## src/rtl/alu_cc_pkg.sv

```systemverilog
package alu_cc_pkg;

    typedef enum logic [2:0] {
        OP_ADD = 3'd0,
        OP_SUB = 3'd1,
        OP_MUL = 3'd2,
        OP_DIV = 3'd3,
        OP_AND = 3'd4,
        OP_OR  = 3'd5,
        OP_NOT = 3'd6,
        OP_CMP = 3'd7
    } alu_op_e;

    typedef struct packed {
        logic gt;
        logic eq;
        logic lt;
    } cc_flags_t;

endpackage

```

## src/rtl/alu_cc_regs.sv

```systemverilog
module alu_cc_regs #(
    parameter int W  = 16,
    parameter int N  = 8,
    parameter int IW = (N > 1) ? $clog2(N) : 1
) (
    input  logic          clk,
    input  logic          rst_n,
    input  logic          we,
    input  logic [IW-1:0] waddr,
    input  logic [W-1:0]  wdata,
    input  logic [IW-1:0] raddr_a,
    input  logic [IW-1:0] raddr_b,
    input  logic [IW-1:0] raddr_p,
    output logic [W-1:0]  rdata_a,
    output logic [W-1:0]  rdata_b,
    output logic [W-1:0]  rdata_p
);

    logic [N-1:0][W-1:0] bank;

    for (genvar g = 0; g < N; g++) begin : g_reg
        always_ff @(posedge clk or negedge rst_n) begin
            if (!rst_n) begin
                bank[g] <= '0;
            end else if (we && (waddr == IW'(g))) begin
                bank[g] <= wdata;
            end
        end
    end

    // operand bus: both sources and the read port are taken straight from the bank
    assign rdata_a = bank[raddr_a];
    assign rdata_b = bank[raddr_b];
    assign rdata_p = bank[raddr_p];

endmodule

```

## src/rtl/alu_cc_datapath.sv

```systemverilog
module alu_cc_datapath
    import alu_cc_pkg::*;
#(
    parameter int W = 16
) (
    input  alu_op_e    op,
    input  logic [W-1:0] opnd_a,
    input  logic [W-1:0] opnd_b,
    output logic [W-1:0] result,
    output logic         wr_req,
    output logic         cc_load,
    output cc_flags_t    cc_next
);

    logic [W-1:0] quotient;

    assign quotient = (opnd_b == '0) ? '1 : (opnd_a / opnd_b);

    always_comb begin
        result  = '0;
        wr_req  = 1'b1;
        cc_load = 1'b0;
        unique case (op)
            OP_ADD: result = opnd_a + opnd_b;
            OP_SUB: result = opnd_a - opnd_b;
            OP_MUL: result = opnd_a * opnd_b;
            OP_DIV: result = quotient;
            OP_AND: result = opnd_a & opnd_b;
            OP_OR:  result = opnd_a | opnd_b;
            OP_NOT: result = ~opnd_a;
            OP_CMP: begin
                wr_req  = 1'b0;
                cc_load = 1'b1;
            end
            default: begin
                wr_req = 1'b0;
            end
        endcase
    end

    always_comb begin
        cc_next.gt = (opnd_a > opnd_b);
        cc_next.eq = (opnd_a == opnd_b);
        cc_next.lt = (opnd_a < opnd_b);
    end

endmodule

```

## src/rtl/alu_cc_flags.sv

```systemverilog
module alu_cc_flags
    import alu_cc_pkg::*;
(
    input  logic      clk,
    input  logic      rst_n,
    input  logic      load,
    input  cc_flags_t next,
    output cc_flags_t q
);

    always_ff @(posedge clk or negedge rst_n) begin
        if (!rst_n) begin
            q <= '0;
        end else if (load) begin
            q <= next;
        end
    end

endmodule

```

## src/rtl/alu_cc_unit.sv

```systemverilog
module alu_cc_unit
    import alu_cc_pkg::*;
#(
    parameter int W  = 16,
    parameter int N  = 8,
    parameter int IW = (N > 1) ? $clog2(N) : 1
) (
    input  logic          clk,
    input  logic          rst_n,
    input  logic          exec_i,
    input  logic [2:0]    op_i,
    input  logic [IW-1:0] src_a_i,
    input  logic [IW-1:0] src_b_i,
    input  logic [IW-1:0] dst_i,
    input  logic [IW-1:0] rd_idx_i,
    output logic [W-1:0]  rd_data_o,
    output logic          flag_gt_o,
    output logic          flag_eq_o,
    output logic          flag_lt_o
);

    alu_op_e      op;
    logic [W-1:0] bus_a;
    logic [W-1:0] bus_b;
    logic [W-1:0] alu_res;
    logic         alu_wr;
    logic         alu_ccld;
    cc_flags_t    cc_d;
    cc_flags_t    cc_q;

    assign op = alu_op_e'(op_i);

    alu_cc_regs #(.W(W), .N(N), .IW(IW)) u_regs (
        .clk     (clk),
        .rst_n   (rst_n),
        .we      (exec_i & alu_wr),
        .waddr   (dst_i),
        .wdata   (alu_res),
        .raddr_a (src_a_i),
        .raddr_b (src_b_i),
        .raddr_p (rd_idx_i),
        .rdata_a (bus_a),
        .rdata_b (bus_b),
        .rdata_p (rd_data_o)
    );

    alu_cc_datapath #(.W(W)) u_dp (
        .op      (op),
        .opnd_a  (bus_a),
        .opnd_b  (bus_b),
        .result  (alu_res),
        .wr_req  (alu_wr),
        .cc_load (alu_ccld),
        .cc_next (cc_d)
    );

    alu_cc_flags u_cc (
        .clk   (clk),
        .rst_n (rst_n),
        .load  (exec_i & alu_ccld),
        .next  (cc_d),
        .q     (cc_q)
    );

    assign flag_gt_o = cc_q.gt;
    assign flag_eq_o = cc_q.eq;
    assign flag_lt_o = cc_q.lt;

endmodule

```

## config.mk

```make
export PLATFORM = sky130hd
export DESIGN_NAME = alu_cc_unit
export DESIGN_NICKNAME = d
export VERILOG_FILES = /design/src/rtl/alu_cc_pkg.sv /design/src/rtl/alu_cc_regs.sv /design/src/rtl/alu_cc_datapath.sv /design/src/rtl/alu_cc_flags.sv /design/src/rtl/alu_cc_unit.sv
export SDC_FILE = /design/constraint.sdc
export NUM_CORES = 1
export LEC_CHECK = 0
export BUFFER_PORTS_ARGS = -buffer_cell sky130_fd_sc_hd__buf_2
export CAP_MARGIN = 20
export CORE_ASPECT_RATIO = 0.7
export CORE_MARGIN = 8
export CORE_UTILIZATION = 50
export CTS_BUF_LIST = sky130_fd_sc_hd__clkbuf_2
export DETAILED_ROUTE_END_ITERATION = 12
export HOLD_SLACK_MARGIN = 0.15
export PLACE_DENSITY = 0.76
export SLEW_MARGIN = 10
export SYNTH_ARGS = -nofsm -noshare
export SYNTH_HDL_FRONTEND = slang
export SYNTH_HIERARCHICAL = 1
export SYNTH_SLANG_ARGS = --single-unit
```

## constraint.sdc

```tcl
create_clock -name clk -period 29.1 [get_ports clk]
set_clock_uncertainty 0.15 [all_clocks]
set_input_delay 1.455 -clock clk [delete_from_list [all_inputs] [get_ports clk]]
set_output_delay 1.455 -clock clk [all_outputs]
set_load 0.02 [all_outputs]
```

==> out/qor.csv <==
metric,value,unit
wl,72540,um
yosysSeqAreaShare,15.35,%
synth_fa_ha_area_share,21.52,%
viasPerCell,6.722,
synth_compound_area_share,15.93,%
fillers,3589,
hpwl,53640,um
ys_async_sr_fraction,100.0,%
slew_headroom,30.58,%
numCtsBuffers,17,
cts_root_buffer,clkbuf_2,
synth_edf_count,0,
cp.arrival,28380,ps
fin_cells,2868,
fmax,35.88,MHz
syn_nets,2588,
drc,0,
drt-initial-drc-count,2142,
finalNetCount,2640,
pin_count,37,
worst_path_max_delay_cell,or4b_2,
die_area,0.04968,mm2
max_stage_delay,630,ps
drive_gt1_share,22.24,%
clk_path_buf_depth,2,
clock_latency,750,ps
yosys.area_share.simple,13.31,%
setup_viol,0,
place_congestion,0.9799,
ys_seq_elements,131,
ant_nets,0,
syn_area_per_cell,9.481,um2
rows,63,
holdCritPathClass,flip-flop to flip-flop,
grt_max_degree,69,
crit_top_cell,ha_1,
grt_pass1_vias,18990,
grt_first_pass_wirelength,110700,um
fp.dieH,188.9,um
cts_tree,built,
clk_pin_slew,200,ps
tightest_slew,1041,ps
start_util,50.54,%
required,29610,ps
drv_slew,0,
core_area,0.04225,mm2
area_delta_synth_final,8.380,%
mappedNetlistArea,0.02135,mm2
synth_top_family_by_area,multiplexers,
cts_sinks,131,
grt_use_total,28.08,%
period_share,95.78,%
cp-end-kind,flip-flop,
synth-main-ff-cell,dfrtp_1,
path_class,input port to flip-flop,
synthDistinctLibCells,104,
synth_xor_area_share,4.348,%
dp.cells,2816,
critPathMaxFanout,20,
grt-ovfl-total,0,
synthCells,2252,
antenna_found_initial,2,
first_pass_iters,6,
numPortBuffers,36,
htreeDepth,4,
synthMuxAreaShare,23.65,%
final_util,54.77,%
finalCriticalPeriod,27870,ps
cap_violations,0,
synth_warnings,6,
status,"finished, final reports clean",
antenna_cells,0,
start_kind,input port,
hold_viol,0,
die_w,263.0,um
vias,19280,
wire_per_inst,25.29,um
==> synthesized netlist by cell type (24+ instances only) <==
cell | instances | area, um2
mux4_1 | 84 | 2207
o22ai_1 | 24 | 150.1
dfrtp_1 | 131 | 3278
xnor2_1 | 70 | 613.1
inv_1 | 176 | 660.6
mux2_2 | 202 | 2275
nor3_1 | 50 | 250.2
nand2_1 | 194 | 728.2
o21ai_0 | 76 | 380.4
a21oi_1 | 109 | 545.5
xor2_1 | 36 | 315.3
nor2_1 | 189 | 709.4
clkbuf_1 | 62 | 232.7
fa_1 | 82 | 1642
a21o_1 | 34 | 255.2
ha_1 | 236 | 2953
nand3_1 | 33 | 165.2
o21a_1 | 43 | 322.8
==> worst max-delay path, delay by kind of cell <==
family / cells / cell delay, ps
AO/OA/AOI/OAI: 57 / 12320
adder cells (fa/ha/maj): 15 / 4550
buffers and inverters: 7 / 1210
multiplexers: 7 / 2540
AND/OR/NAND/NOR: 32 / 6270
==> kinds of logic after synthesis <==
kind of cell,count (synthesis)
multiplexers,323
buffers and inverters,293
adder cells (fa/ha/maj),318
AND/OR/NAND/NOR,597
AO/OA/AOI/OAI,484
flip-flops,131
XOR/XNOR,106
==> registers in the layout, summed over array words and instances (netlist names) <==
| signal | flops |
|---|---|
| u_regs/bank | 128 |
| u_cc/q | 3 |
==> per-layer routing <==
| metal | part of all wire (%) | global-route usage, % | vias up |
|---|---|---|---|
| li1 | - | - | 8421 |
| met1 | 43 | 39.84 | 9498 |
| met2 | 41 | 40.26 | 1201 |
| met3 | 13 | 9.655 | 156 |
| met4 | 2.6 | 7.495 | 2 |
| met5 | 0.012 | 0.3000 | - |
==> per-stage QoR <==
| step | area, um2 | hold slack (ps) | setup TNS (ps) | setup slack, ps |
|---|---|---|---|---|
| after detailed placement | 22380 | 347.7 | -7763 | -979.1 |
| after global placement | 22360 | 342.8 | -1122 | -140.9 |
| after global routing | 23140 | 410.7 | -1755 | -243.0 |
| final | 23140 | 389.4 | 0 | 1229 |
| after floorplan | 21350 | 349.2 | 0 | 1285 |
| after CTS | 22670 | 393.8 | 0 | 70.38 |
==> area by class of cell <==
cell class	instances	area [um2]	share of cell area (%)
multi-input combinational	1828	17180	74.25
sequential	131	3278	14.17
timing repair buffer	145	1031	4.455
tap	552	690.7	2.985
inverter	181	679.4	2.936
clock inverter	13	190.2	0.8218
clock buffer	18	90.09	0.3893
==> placed cells by master (no fill, tap or decap), drive strengths merged, types with 16 or more instances in the layout <==
master	synthesis	layout
nand3	33	33
o22ai	24	24
a21o	34	34
buf	47	145
clkbuf	65	18
and2	16	16
inv	178	178
dfrtp	131	131
o21ai	85	85
ha	236	236
nor2	191	191
nor3	55	55
o211ai	21	21
mux2	204	204
nand2	194	194
o21a	43	43
xor2	36	36
fa	82	82
a21oi	110	110
mux4	97	97
or2	16	16
nor2b	16	16
mux2i	22	22
or3	16	16
xnor2	70	70
a31oi	18	18
==> worst paths after layout <==
kind | from | endpoint | slack, ps | depth (start not counted)
max in group asynchronous | rst_n | u_regs/bank[56]$_DFFE_PN0P_ | 26780 | 2
min | u_cc/q[0]$_DFFE_PN0P_ | u_cc/q[0]$_DFFE_PN0P_ | 390 | 1
min in group asynchronous | rst_n | u_regs/bank[19]$_DFFE_PN0P_ | 600 | 1
max reg2reg | u_regs/bank[27]$_DFFE_PN0P_ | u_regs/bank[32]$_DFFE_PN0P_ | 1880 | 116
min reg2reg | u_cc/q[0]$_DFFE_PN0P_ | u_cc/q[0]$_DFFE_PN0P_ | 390 | 1
max | src_b_i[0] | u_regs/bank[32]$_DFFE_PN0P_ | 1230 | 118
==> what timing repair did <==
action	CTS	global route
cloned	0	1
gates resized for setup	4	74
pin swaps	0	13
hold buffers	0	0
hold endpoints to repair	0	0
endpoints found under the setup margin	8	16
buffers inserted	0	20
Power is not shown: default switching activity piles up to over one toggle a cycle in this logic, so the estimate is an artifact.
